[config.mk]
export PLATFORM = sky130hd
export DESIGN_NAME = ptw_top
export DESIGN_NICKNAME = d
export VERILOG_FILES = /design/src/rtl/ptw_pkg.sv /design/src/rtl/ptw_index_slicer.sv /design/src/rtl/ptw_entry_decode.sv /design/src/rtl/ptw_walk_fsm.sv /design/src/rtl/ptw_top.sv
export SDC_FILE = /design/constraint.sdc
export NUM_CORES = 1
export LEC_CHECK = 0
export ABC_AREA = 1
export BUFFER_PORTS_ARGS = -buffer_cell sky130_fd_sc_hd__buf_2
export CAP_MARGIN = 0
export CORE_ASPECT_RATIO = 1.4
export CORE_MARGIN = 1.5
export CORE_UTILIZATION = 40
export DETAILED_ROUTE_END_ITERATION = 8
export GPL_TIMING_DRIVEN = 0
export PLACE_DENSITY = 0.71
export SYNTH_ARGS = -nofsm -noshare
export SYNTH_HDL_FRONTEND = slang
export SYNTH_SLANG_ARGS = --single-unit
[constraint.sdc]
create_clock -name clk -period 1.8 [get_ports clk]
set_input_delay 0.36 -clock clk [delete_from_list [all_inputs] [get_ports clk]]
set_output_delay 0.36 -clock clk [all_outputs]
set_load 0.01 [all_outputs]
[src/rtl/ptw_pkg.sv]
package ptw_pkg;
  localparam int ADDR_W  = 32;
  localparam int OFF_W   = 12;
  localparam int IDX_W   = 10;
  localparam int LEVELS  = 2;
  localparam int FRAME_W = ADDR_W - OFF_W;
  localparam int PAD_W   = ADDR_W - FRAME_W - IDX_W;
  localparam int BIT_PRESENT  = 0;
  localparam int BIT_ACCESSED = 5;

  typedef enum logic [2:0] {
    S_IDLE, S_RD_DIR, S_WR_DIR, S_RD_TBL, S_WR_TBL, S_FILL, S_FAULT
  } walk_state_e;

  function automatic logic [ADDR_W-1:0] entry_addr(
    input logic [FRAME_W-1:0] base, input logic [IDX_W-1:0] idx);
    return {base, idx, {PAD_W{1'b0}}};
  endfunction

  function automatic logic [ADDR_W-1:0] mark_accessed(input logic [ADDR_W-1:0] ent);
    logic [ADDR_W-1:0] r;
    r = ent;
    r[BIT_ACCESSED] = 1'b1;
    return r;
  endfunction
endpackage

[src/rtl/ptw_index_slicer.sv]
module ptw_index_slicer
  import ptw_pkg::*;
#(
  parameter int N_LVL = LEVELS,
  parameter int I_W   = IDX_W,
  parameter int A_W   = ADDR_W
) (
  input  logic [A_W-1:0]            vaddr,
  output logic [N_LVL-1:0][I_W-1:0] idx
);
  for (genvar g = 0; g < N_LVL; g++) begin : g_lvl
    assign idx[g] = vaddr[A_W-1-g*I_W -: I_W];
  end
endmodule

[src/rtl/ptw_entry_decode.sv]
module ptw_entry_decode
  import ptw_pkg::*;
(
  input  logic [ADDR_W-1:0]  ent,
  output logic               present,
  output logic               accessed,
  output logic [FRAME_W-1:0] frame
);
  assign present  = ent[BIT_PRESENT];
  assign accessed = ent[BIT_ACCESSED];
  assign frame    = ent[ADDR_W-1:OFF_W];
endmodule

[src/rtl/ptw_walk_fsm.sv]
module ptw_walk_fsm
  import ptw_pkg::*;
(
  input  logic                      clk,
  input  logic                      rst_n,
  input  logic [FRAME_W-1:0]        dir_base,
  input  logic                      req_valid,
  input  logic [ADDR_W-1:0]         req_vaddr,
  input  logic [LEVELS-1:0][IDX_W-1:0] idx,
  input  logic                      rd_present,
  input  logic                      rd_accessed,
  input  logic [FRAME_W-1:0]        rd_frame,
  output logic [ADDR_W-1:0]         va_q,
  output logic                      busy,
  output logic                      mem_req,
  output logic                      mem_we,
  output logic [ADDR_W-1:0]         mem_addr,
  output logic [ADDR_W-1:0]         mem_wdata,
  input  logic                      mem_ack,
  input  logic [ADDR_W-1:0]         mem_rdata,
  output logic                      fill_valid,
  output logic [FRAME_W-1:0]        fill_vpn,
  output logic [FRAME_W-1:0]        fill_frame,
  output logic [OFF_W-1:0]          fill_attr,
  output logic                      fault_valid,
  output logic                      fault_level,
  output logic [ADDR_W-1:0]         fault_vaddr
);
  walk_state_e state;
  logic [FRAME_W-1:0] base_q, tbl_q;
  logic [ADDR_W-1:0]  ent_q;
  logic               done_access;
  logic [ADDR_W-1:0]  ent_marked;

  assign done_access = mem_req && mem_ack;
  assign ent_marked  = mark_accessed(ent_q);

  always_ff @(posedge clk or negedge rst_n) begin
    if (!rst_n) begin
      state       <= S_IDLE;
      va_q        <= '0;
      base_q      <= '0;
      tbl_q       <= '0;
      ent_q       <= '0;
      fault_vaddr <= '0;
      fault_level <= 1'b0;
    end else begin
      case (state)
        S_IDLE: if (req_valid) begin
          va_q   <= req_vaddr;
          base_q <= dir_base;
          state  <= S_RD_DIR;
        end
        S_RD_DIR: if (done_access) begin
          ent_q <= mem_rdata;
          tbl_q <= rd_frame;
          if (!rd_present) begin
            fault_vaddr <= va_q;
            fault_level <= 1'b0;
            state       <= S_FAULT;
          end else if (!rd_accessed) state <= S_WR_DIR;
          else                       state <= S_RD_TBL;
        end
        S_WR_DIR: if (done_access) state <= S_RD_TBL;
        S_RD_TBL: if (done_access) begin
          ent_q <= mem_rdata;
          if (!rd_present) begin
            fault_vaddr <= va_q;
            fault_level <= 1'b1;
            state       <= S_FAULT;
          end else if (!rd_accessed) state <= S_WR_TBL;
          else                       state <= S_FILL;
        end
        S_WR_TBL: if (done_access) state <= S_FILL;
        default: state <= S_IDLE;
      endcase
    end
  end

  always_comb begin
    mem_req   = 1'b0;
    mem_we    = 1'b0;
    mem_addr  = '0;
    mem_wdata = '0;
    case (state)
      S_RD_DIR: begin mem_req = 1'b1; mem_addr = entry_addr(base_q, idx[0]); end
      S_WR_DIR: begin
        mem_req = 1'b1; mem_we = 1'b1;
        mem_addr = entry_addr(base_q, idx[0]); mem_wdata = ent_marked;
      end
      S_RD_TBL: begin mem_req = 1'b1; mem_addr = entry_addr(tbl_q, idx[1]); end
      S_WR_TBL: begin
        mem_req = 1'b1; mem_we = 1'b1;
        mem_addr = entry_addr(tbl_q, idx[1]); mem_wdata = ent_marked;
      end
      default: ;
    endcase
  end

  assign busy        = (state != S_IDLE);
  assign fill_valid  = (state == S_FILL);
  assign fault_valid = (state == S_FAULT);
  assign fill_vpn    = va_q[ADDR_W-1:OFF_W];
  assign fill_frame  = ent_q[ADDR_W-1:OFF_W];
  assign fill_attr   = ent_marked[OFF_W-1:0];

  p_req_hold_r11: assert property (@(posedge clk) disable iff (!rst_n)
    mem_req && !mem_ack |=> mem_req && $stable(mem_addr) && $stable(mem_we) && $stable(mem_wdata));
  p_result_excl_r10: assert property (@(posedge clk) disable iff (!rst_n)
    !(fill_valid && fault_valid));
  p_result_pulse_r10: assert property (@(posedge clk) disable iff (!rst_n)
    (fill_valid || fault_valid) |=> !fill_valid && !fault_valid && !busy);
  p_busy_hold_r9: assert property (@(posedge clk) disable iff (!rst_n)
    busy && !fill_valid && !fault_valid |=> busy);
  p_fault_quiet_r4: assert property (@(posedge clk) disable iff (!rst_n)
    fault_valid |-> !mem_req);
  p_wb_marks_r6: assert property (@(posedge clk) disable iff (!rst_n)
    mem_req && mem_we |-> mem_wdata[BIT_ACCESSED]);
  p_fault_addr_hold_r8: assert property (@(posedge clk) disable iff (!rst_n)
    !$stable(fault_vaddr) |-> fault_valid);
  p_fill_present_r7: assert property (@(posedge clk) disable iff (!rst_n)
    fill_valid |-> fill_attr[BIT_PRESENT] && fill_attr[BIT_ACCESSED]);
endmodule

[src/rtl/ptw_top.sv]
module ptw_top
  import ptw_pkg::*;
(
  input  logic               clk,
  input  logic               rst_n,
  input  logic [FRAME_W-1:0] dir_base,
  input  logic               req_valid,
  input  logic [ADDR_W-1:0]  req_vaddr,
  output logic               busy,
  output logic               mem_req,
  output logic               mem_we,
  output logic [ADDR_W-1:0]  mem_addr,
  output logic [ADDR_W-1:0]  mem_wdata,
  input  logic               mem_ack,
  input  logic [ADDR_W-1:0]  mem_rdata,
  output logic               fill_valid,
  output logic [FRAME_W-1:0] fill_vpn,
  output logic [FRAME_W-1:0] fill_frame,
  output logic [OFF_W-1:0]   fill_attr,
  output logic               fault_valid,
  output logic               fault_level,
  output logic [ADDR_W-1:0]  fault_vaddr
);
  logic [ADDR_W-1:0]            va_q;
  logic [LEVELS-1:0][IDX_W-1:0] idx;
  logic                         rd_present, rd_accessed;
  logic [FRAME_W-1:0]           rd_frame;

  ptw_index_slicer i_slicer (.vaddr(va_q), .idx(idx));

  ptw_entry_decode i_decode (
    .ent(mem_rdata), .present(rd_present), .accessed(rd_accessed), .frame(rd_frame));

  ptw_walk_fsm i_fsm (
    .clk, .rst_n, .dir_base, .req_valid, .req_vaddr, .idx,
    .rd_present, .rd_accessed, .rd_frame, .va_q, .busy,
    .mem_req, .mem_we, .mem_addr, .mem_wdata, .mem_ack, .mem_rdata,
    .fill_valid, .fill_vpn, .fill_frame, .fill_attr,
    .fault_valid, .fault_level, .fault_vaddr);

  p_reset_idle_r1: assert property (@(posedge clk) disable iff (!rst_n)
    $rose(rst_n) |-> !busy && !mem_req);
endmodule

=== After elaboration in Yosys (flattened, before gate mapping) ===
Cells that the tools add are included.

* Word-level logic and storage cells: 55
* Flip-flop bits (word level): 140
* Bits of input ports: 88

* Bitwise logic cells: 1
* Mux-type cells: 19
* Reductions and logical operators: 15
* Eq/ne operators: 13

{| class="wikitable"
|+ Operator list
! cell !! number
|-
| $pmux W32 S2 || 1
|-
| $mux W32 || 1
|-
| $mux W3 || 7
|-
| $pmux W3 S5 || 1
|-
| $reduce_and A5 Y1 || 2
|-
| $eq A3 B3 Y1 const B || 3
|-
| $mux W1 || 8
|-
| $ne A2 B1 Y1 const B || 4
|-
| $reduce_or A2 Y1 || 4
|-
| $eq A3 B2 Y1 const B || 2
|-
| $ne A2 B2 Y1 const B || 3
|-
| $reduce_and A2 Y1 || 3
|-
| $reduce_or A4 Y1 || 1
|-
| $eq A3 B1 Y1 const B || 1
|-
| $logic_not A3 Y1 || 1
|-
| $reduce_and A3 Y1 || 1
|-
| $reduce_bool A3 Y1 || 1
|-
| $pmux W1 S2 || 1
|-
| $reduce_bool A2 Y1 || 1
|-
| $logic_and A1 B1 Y1 || 1
|-
| $not A1 Y1 || 1
|}

=== Depth between registers and ports, before layout ===
Gate-level depths: netlist (run 1).

* Depth in word-level cells: 6
* Mapped depth: 9
* Depth with buffers taken out: 8

=== By module ===
Synthesis (run 1) repeated with hierarchy kept, for this count alone.

* Cells, all modules: 808
* Area, all modules: 6475.0 um^2

{| class="wikitable"
|+ Modules (own cells, without submodules)
! module !! instances !! cells an instance !! sequential area each (um^2) !! area an instance (um^2)
|-
| ptw_walk_fsm || 1 || 766 || 3478.3 || 6159.7
|-
| ptw_entry_decode || 1 || 22 || 0.0 || 165.2
|-
| ptw_index_slicer || 1 || 20 || 0.0 || 150.1
|}

=== Least setup slack after synthesis (run 1) ===
No wires, ideal clock.

* Path type: register -> output
* From: reg i_fsm.state[0]
* To: out mem_wdata[0]
* Stages on the path, launching flop included: 7
* Required time: 1440 ps
* Slack: 196 ps
* Arrival time: 1244 ps
* Path buffers: 1
* Cell sequence: dfrtp_1 -> nor2_2 -> nand2_1 -> nand2_1 -> inv_1 -> buf_2 -> nor2_1

* Word-level cells in the longest chain between the ends: 3
* Elaborated cells on any way between the ends: 4
* Those cells by class: eq/ne (2); mux (1); reduce/logical (1)

{| class="wikitable"
|+ Ends and longest elaborated chain
! what !! RTL line !! source
|-
| from (decl) || ptw_walk_fsm.sv:29 || <nowiki>walk_state_e state;</nowiki>
|-
| from (signal assigned) || ptw_walk_fsm.sv:40 || <nowiki>state <= S_IDLE;</nowiki>
|-
| from (signal assigned) || ptw_walk_fsm.sv:52 || <nowiki>state <= S_RD_DIR;</nowiki>
|-
| from (signal assigned) || ptw_walk_fsm.sv:60 || <nowiki>state <= S_FAULT;</nowiki>
|-
| $eq A3 B2 Y1 / $eq A3 B3 Y1 (equally long branches) || ptw_walk_fsm.sv:85 || <nowiki>case (state)</nowiki>
|-
| $reduce_or A2 Y1 (no source line) * || - ||
|-
| $mux W32 * || ptw_walk_fsm.sv:85 ||
|-
| to (decl) || ptw_top.sv:13 || <nowiki>output logic [ADDR_W-1:0] mem_wdata,</nowiki>
|}

Mark *: on every way between the ends. The rest lies on a longest branch, timed or not.

=== Worst setup path after layout (run 1) ===
* From: reg i_fsm.state[1]
* To: out mem_addr[18]

* Word-level cells in the longest chain between the ends: 3
* Elaborated cells on any way between the ends: 7
* Those cells by class: eq/ne (4); mux (1); reduce/logical (2)

{| class="wikitable"
|+ Ends and longest elaborated chain
! what !! RTL line !! source
|-
| $eq A3 B2 Y1 (tied with other cells) || ptw_walk_fsm.sv:85 ||
|-
| $reduce_or A2 Y1 (no source line) || - ||
|-
| $pmux W32 S2 * || ptw_walk_fsm.sv:85 ||
|-
| to (decl) || ptw_top.sv:12 || <nowiki>output logic [ADDR_W-1:0] mem_addr,</nowiki>
|}

Marked as above.

==> implementation parameters, run 1 <==
Parameter                              Value

Power and ir drop
  Internal Dissipation ... ~11 mW
  Clock Power Share ... between 20% and 30%
  Switching power of the nets ... just over 7 mW
  Pwr/cell area ... between 1500 and 2000 nW/µm²
  Static leakage ... ~5 nW
  Maximum ir drop on the vdd rail ... 1.09 mV
  Net switching fraction of the power ... between 40% and 50%
  Relative contribution of combinational cells to total power ... between 40 and 50%
  Power Total ... around 18 mW
  Sequential Power Share ... a little under a third

Critical path
  Critical path type ... flip-flop to primary output
  Required time reported for the critical path endpoint ... around 1.4 ns
  Number of cell instances on the worst register-to-register path ... 6
  Reg-to-reg endpoint ... i_fsm.ent_q[9]$_DFFE_PN0P_
  Worst-path fanout max ... 5
  Critical path launch point type ... flip-flop
  Worst setup EP type ... primary output
  Arrival time of data at the critical path endpoint ... roughly 1.8 ns
  FF-to-FF Start ... i_fsm.state[2]$_DFFE_PN0P_
  Register-to-register setup slack ... about 0.16 ns

Cells and area
  Utilization of the core after routing ... 58.3%
  Final-stage net count ... 1111
  Fraction of final layout cells with drive strength greater than 1 ... a little over two fifths
  Design area ... 9020 µm²
  Filler cell count ... 1401
  Layout area overhead ... 43.4%
  Finished Layout Cells ... between 1000 and 1500

Route
  Post-Route M1 WL ... between 7000 and 8000 µm
  Length of the first detailed-routing pass in iterations ... 4
  Metal3 WL ... 1140 µm
  DR DRC count ... 0
  Iteration-0 DRC count of the detailed router ... around 310
  Number of antenna-violating nets in the routed design ... 0
  Drt wl/cell ... roughly 15 µm
  Wire length reported by the detailed router ... ~19000 µm
  Wire length on met2 ... between 9000 and 10000 µm
  Via count normalized by instance count ... ~4.7
  Vias ... 5846
  Highest metal layer used by the detailed router ... met5

CTS
  TritonCTS clock tree ... done
  Number of buffers created by CTS ... 17
  Register clock-pin slew on the reported worst setup and hold paths ... 0.06 ns
  CTS sink count ... ~140
  Clock latency on the worst-skew pair ... about 0.4 ns
  Depth of the CTS H-tree ... 4
  Clock root buffer ... clkbuf_16
  Max Root-Sink Buffers ... 2

Die
  Area of the placeable core ... 15500 µm²
  Boundary Pins ... 242
  Placement row count ... 54
  Die width ... 109 µm
  Starting density of the core ... approximately 41%
  Floorplan die height ... between 150 and 200 µm
  Die ar. ... ~17000 µm²

Hold path
  Class of the tightest hold or removal check ... primary input to flip-flop
  Worst min-delay path endpoint ... i_fsm.ent_q[6]$_DFFE_PN0P_
  Count of cells along the worst hold path ... 3
  HP Start ... mem_rdata[6]

GRT
  Total global-route track usage ... a little under a quarter
  Wire length of the first global-routing pass ... 28700 µm
  Via count of the first global-routing pass ... 5793
  Pin count of the biggest net entering global routing ... 72
  Antenna violations before repair ... 2
  Total congestion overflow ... 0

STA
  Max Freq ... between 0.4 and 0.5 GHz
  RSZ-0062 raised after global routing ... yes
  Post-route worst setup slack ... -0.336 ns
  Worst-case headroom to the max-slew limit ... 54.8%
  Post-route minimum period ... roughly 2.1 ns
  Final clock period utilization by the worst path ... 119%
  Final count of pins violating max slew ... 0
  Clock skew after layout ... ~0.014 ns
  Worst slew pin tran ... 0.678 ns
  Setup TNS Final ... -13.93 ns
  Final Hold Vio Count ... 0
  Final setup violation count ... 63
  Hold slack final ... ~0.16 ns

Placement
  HPWL Detailed ... around 13000 µm
  Cell count after placement ... around 1200
  GP Congestion ... a little over 0.9
  # port buffers ... between 200 and 250
  Post-DP Area ... 7770 µm²
  Setup WS pre-CTS ... -0.103 ns

Synthesis
  Distinct cell type count after synthesis ... 25
  Gate count of the mapped netlist ... 744
  Yosys Warn Count ... 0
  Avg Inst Size Synth ... around 8.5 µm²
  Register bit total from synthesis ... roughly 140
  Register area share after synthesis ... ~55%
  Post-synth design cell area ... between 6000 and 7000 µm²

Flow run
  Number of max-cap violations ... 0

Outcome
  Outcome ... complete, but fails checks
  Violations in the final reports ... setup timing
[synthesized netlist by cell type, drive strengths merged]
library cell	count	area, µm²
nand3	48	245
o21bai	1	7.51
o22ai	10	62.6
a21oi	22	110
buf	50	355
nand2	200	766
clkbuf	16	63.8
inv	94	355
conb	2	7.51
dfrtp	139	3480
or2	1	6.26
nor2	58	244
o21ai	103	591
[power by group through the flow]
stage / combinational, mW / clock [mW] / sequential, mW
after detailed placement: 7.26 / 0 / 5.42
final: 8.83 / 3.58 / 5.50
after CTS: 8.25 / 3.64 / 5.45
after floorplan: 4.10 / 0 / 5.64
after global routing: 9.76 / 3.75 / 5.67
after global placement: 7.09 / 0 / 5.41
[sequential cells by signal (all words and copies together) (netlist names)]
register           flops
i_fsm.ent_q           31
i_fsm.fault_level      1
i_fsm.base_q          20
i_fsm.fault_vaddr     32
i_fsm.va_q            32
i_fsm.state            3
i_fsm.tbl_q           20
[layout make-up]
type	count	area (µm²)	share of cell area (%)
Antenna cell	1	2.50	0.0277
Buffer	65	495	5.49
Clock buffer	20	457	5.06
Clock inverter	10	143	1.58
Inverter	94	365	4.05
Multi-Input combinational cell	446	2310	25.6
Sequential cell	139	3480	38.6
Tap cell	196	245	2.72
Timing Repair Buffer	260	1530	16.9
[kinds of logic after synthesis]
family | count (synthesis) | synth area share [%]
and+or+nand+nor | 307 | 20.0
buffers and inverters | 160 | 12.3
DFF | 139 | 55.3
AOI/OAI and AO/OA | 136 | 12.2
other | 2 | 0.119
[cells in the final DEF, fill, tap and decap left out, types with 17 or more instances in the layout]
cell / synthesis / final
o21ai_2: 20 / 36
dfrtp_1: 139 / 136
nand2_1: 198 / 193
nor2_1: 55 / 35
o21ai_0: 79 / 59
buf_2: 17 / 237
buf_4: 27 / 41
a21oi_1: 22 / 22
buf_6: 6 / 25
nor2_2: 1 / 17
clkbuf_16: 0 / 19
inv_1: 90 / 87
nand3_1: 47 / 46
[worst max-delay path, stage by stage, from the launching register on]
cell and delay, ns:
dfrtp_2 0.46, inv_4 0.06, buf_12 0.12, nor2_4 0.15
buf_4 0.16, clkbuf_16 0.14, o21ai_2 0.06, nand2_1 0.09
buf_2 0.14
[timing repair]
action                     in CTS  in global routing
buffers inserted               12                  6
resized for setup              88                 57
hold buffers                    1                  0
setup endpoints to repair      66                 68
pin swaps                       4                 21
cloned                          1                  2
hold endpoints to repair       54                  0
[worst max-delay path by stage]
stage | startpoint | end | slack (ns) | cells past startpoint
detailed placement | i_fsm.state[0]$_DFFE_PN0P_ | mem_wdata[2] | -0.10 | 7
global route | i_fsm.state[1]$_DFFE_PN0P_ | mem_addr[7] | -0.37 | 8
global placement | rst_n | i_fsm.fault_vaddr[18]$_DFFE_PN0P_ | -1.64 | 1
floorplan | i_fsm.state[0]$_DFFE_PN0P_ | mem_wdata[0] | 0.20 | 6
CTS | i_fsm.state[0]$_DFFE_PN0P_ | mem_addr[19] | -0.26 | 7
finish | i_fsm.state[1]$_DFFE_PN0P_ | mem_addr[18] | -0.34 | 8
[routing by layer]
metal,GRT usage [%],vias to the layer above
li1,-,2864
met1,25.6,2736
met2,40.3,204
met3,4.52,40
met4,10.7,2
met5,0,-
Power figures use the tool's default switching activity.
==> run 2: changes to the inputs <==
Settings changed: BUFFER_PORTS_ARGS -buffer_cell sky130_fd_sc_hd__buf_2 to -buffer_cell sky130_fd_sc_hd__clkbuf_2, CORE_ASPECT_RATIO 1.4 to 0.75.
Clock period 1.8 ns to 2.4 ns, I/O delays scaled along.
==> implementation parameters, run 2 (synthesis results as in run 1) <==
Parameter                              Value

Critical path
  Arrival time of data at the critical path endpoint ... roughly 1.8 ns
  Critical path type ... flip-flop to primary output
  Critical Path Max Stage Delay ... approximately 0.43 ns
  Largest delay share family, worst path ... buffers and inverters
  Cell Chain, Critical Path ... inv_4 -> nand2_4 -> nor2_4 -> nor2_1 -> buf_2 -> o22ai_1 -> clkbuf_2
  Critical path launch point type ... flip-flop
  Required time reported for the critical path endpoint ... around 1.9 ns
  Worst-path fanout max ... 10
  Worst setup EP type ... primary output
  Max stage delay cell, worst path ... dfrtp_1
  Crit path buf inv count ... 3

Power and ir drop
  Pwr/cell area ... 1460 nW/µm²
  Relative contribution of combinational cells to total power ... a little under half
  Maximum ir drop on the vdd rail ... around 0.71 mV
  Net switching fraction of the power ... 40.9%
  Clock Power Share ... 21.8%
  Switching power of the nets ... a little over 5 mW
  Power Total ... about 12 mW
  Sequential Power Share ... approximately a third
  Internal Dissipation ... between 7 and 8 mW
  Static leakage ... 4.82 nW

CTS
  TritonCTS clock tree ... done
  CTS sink count ... approximately 140
  Depth of the CTS H-tree ... 4
  Register clock-pin slew on the reported worst setup and hold paths ... ~0.06 ns
  Max Root-Sink Buffers ... 2
  Clock root buffer ... clkbuf_16
  Number of buffers created by CTS ... 17
  Clock latency on the worst-skew pair ... 0.42 ns

STA
  Post-route worst setup slack ... roughly 0.1 ns
  Final Hold Vio Count ... 0
  Final clock period utilization by the worst path ... roughly 96%
  RSZ-0062 raised after global routing ... yes
  Final setup violation count ... 0
  Hold slack final ... about 0.27 ns
  Max Freq ... between 0.4 and 0.5 GHz
  Clock skew after layout ... 0.00955 ns
  Setup TNS Final ... 0 ns
  Final count of pins violating max slew ... 0
  Post-route minimum period ... 2.30 ns
  Worst slew pin tran ... about 0.56 ns
  Worst-case headroom to the max-slew limit ... a little over three fifths

Die
  Floorplan die height ... roughly 110 µm
  Die ar. ... 16500 µm²
  Starting density of the core ... 41.1%
  Placement row count ... 39
  Die width ... 148 µm
  Area of the placeable core ... about 15000 µm²
  Boundary Pins ... 242

Cells and area
  Layout area overhead ... 34.7%
  Fraction of final layout cells with drive strength greater than 1 ... between 30% and 40%
  Largest registers ... i_fsm.fault_vaddr (32), i_fsm.va_q (32), i_fsm.ent_q (31)
  Most common cell after layout, fill and taps aside ... clkbuf_2
  Diodes inserted ... 0
  Final-stage net count ... between 1000 and 1500
  Utilization of the core after routing ... between 50% and 60%
  Top library cells by usage in the layout, fill and taps aside ... clkbuf_2, nand2_1, dfrtp_1
  Filler cell count ... about 1500

Placement
  Setup WS pre-CTS ... 0.305 ns
  HPWL Detailed ... about 13000 µm
  GP Congestion ... roughly 0.81
  # port buffers ... ~240

Route
  Length of the first detailed-routing pass in iterations ... 5
  Wire length reported by the detailed router ... about 18000 µm
  Iteration-0 DRC count of the detailed router ... approximately 340
  Number of antenna-violating nets in the routed design ... 0
  Via count normalized by instance count ... ~4.7
  Post-Route M1 WL ... between 8000 and 9000 µm
  Drt wl/cell ... 14.4 µm
  DR DRC count ... 0
  Metal3 WL ... between 1000 and 1500 µm
  Wire length on met2 ... around 7700 µm
  Vias ... 5795
  Highest metal layer used by the detailed router ... met4

GRT
  Antenna violations before repair ... 0
  Total global-route track usage ... 22.1%
  Via count of the first global-routing pass ... ~5500
  Total congestion overflow ... 0
  Pin count of the biggest net entering global routing ... ~110
  Wire length of the first global-routing pass ... ~29000 µm

Flow run
  Number of max-cap violations ... 0

Outcome
  Outcome ... completed

Hold path
  Class of the tightest hold or removal check ... primary input to flip-flop
## run 2: cell type report
cell class | instances | area (µm²) | share of cell area, %
Multi-Input combinational cell | 446 | 2070 | 24.4
Timing Repair Buffer | 243 | 1270 | 15.0
Sequential cell | 139 | 3480 | 41.1
Buffer | 66 | 442 | 5.21
Inverter | 94 | 360 | 4.25
Clock inverter | 14 | 168 | 1.98
Clock buffer | 18 | 429 | 5.06
Tap cell | 205 | 256 | 3.03
## run 2: power groups by stage
stage	combinational, mW	sequential, mW	clock [mW]
detailed placement	5.48	4.09	0
global route	6.22	4.22	2.86
floorplan	3.08	4.23	0
finish	5.57	4.09	2.69
global placement	5.38	4.07	0
CTS	5.51	4.08	2.73
## run 2: timing repair
item,CTS,global route
endpoints found under the hold margin,32,0
resized for setup,6,24
pin swaps,0,0
gates cloned,0,0
setup buffers,0,3
setup endpoints to repair,60,60
hold buffers,1,0
## run 2: layer usage
metal	track usage [%]	vias to the layer above
met3	6.11	12
li1	-	2833
met1	32.1	2746
met5	0	-
met4	6.01	0
met2	32.4	204
## run 2: path summary, 6_finish.rpt
kind,startpoint,end,slack (ns),cells past startpoint
min,mem_rdata[2],i_fsm.ent_q[2]$_DFFE_PN0P_,0.27,3
max in group asynchronous,rst_n,i_fsm.base_q[0]$_DFFE_PN0P_,1.05,3
min in group asynchronous,rst_n,i_fsm.va_q[16]$_DFFE_PN0P_,0.52,2
min reg2reg,i_fsm.tbl_q[10]$_DFFE_PN0P_,i_fsm.tbl_q[10]$_DFFE_PN0P_,0.47,2
max,i_fsm.state[2]$_DFFE_PN0P_,mem_addr[10],0.1,7
max reg2reg,i_fsm.state[2]$_DFFE_PN0P_,i_fsm.ent_q[17]$_DFFE_PN0P_,0.85,5
## run 2: tightest hold or removal path, delay by kind of cell
| kind | cells | cell delay [ns] |
|---|---|---|
| AOI/OAI and AO/OA | 1 | 0.05 |
| and+or+nand+nor | 1 | 0.04 |
| buffers and inverters | 1 | 0.07 |
## run 2: per-stage QoR
step | std cells | area (µm²)
2_1_floorplan | 745 | 6300
3_3_place_gp | 1188 | 7740
3_5_place_dp | 1189 | 7780
4_1_cts | 1222 | 8400
5_1_grt | 1225 | 8480
6_report | 1225 | 8480
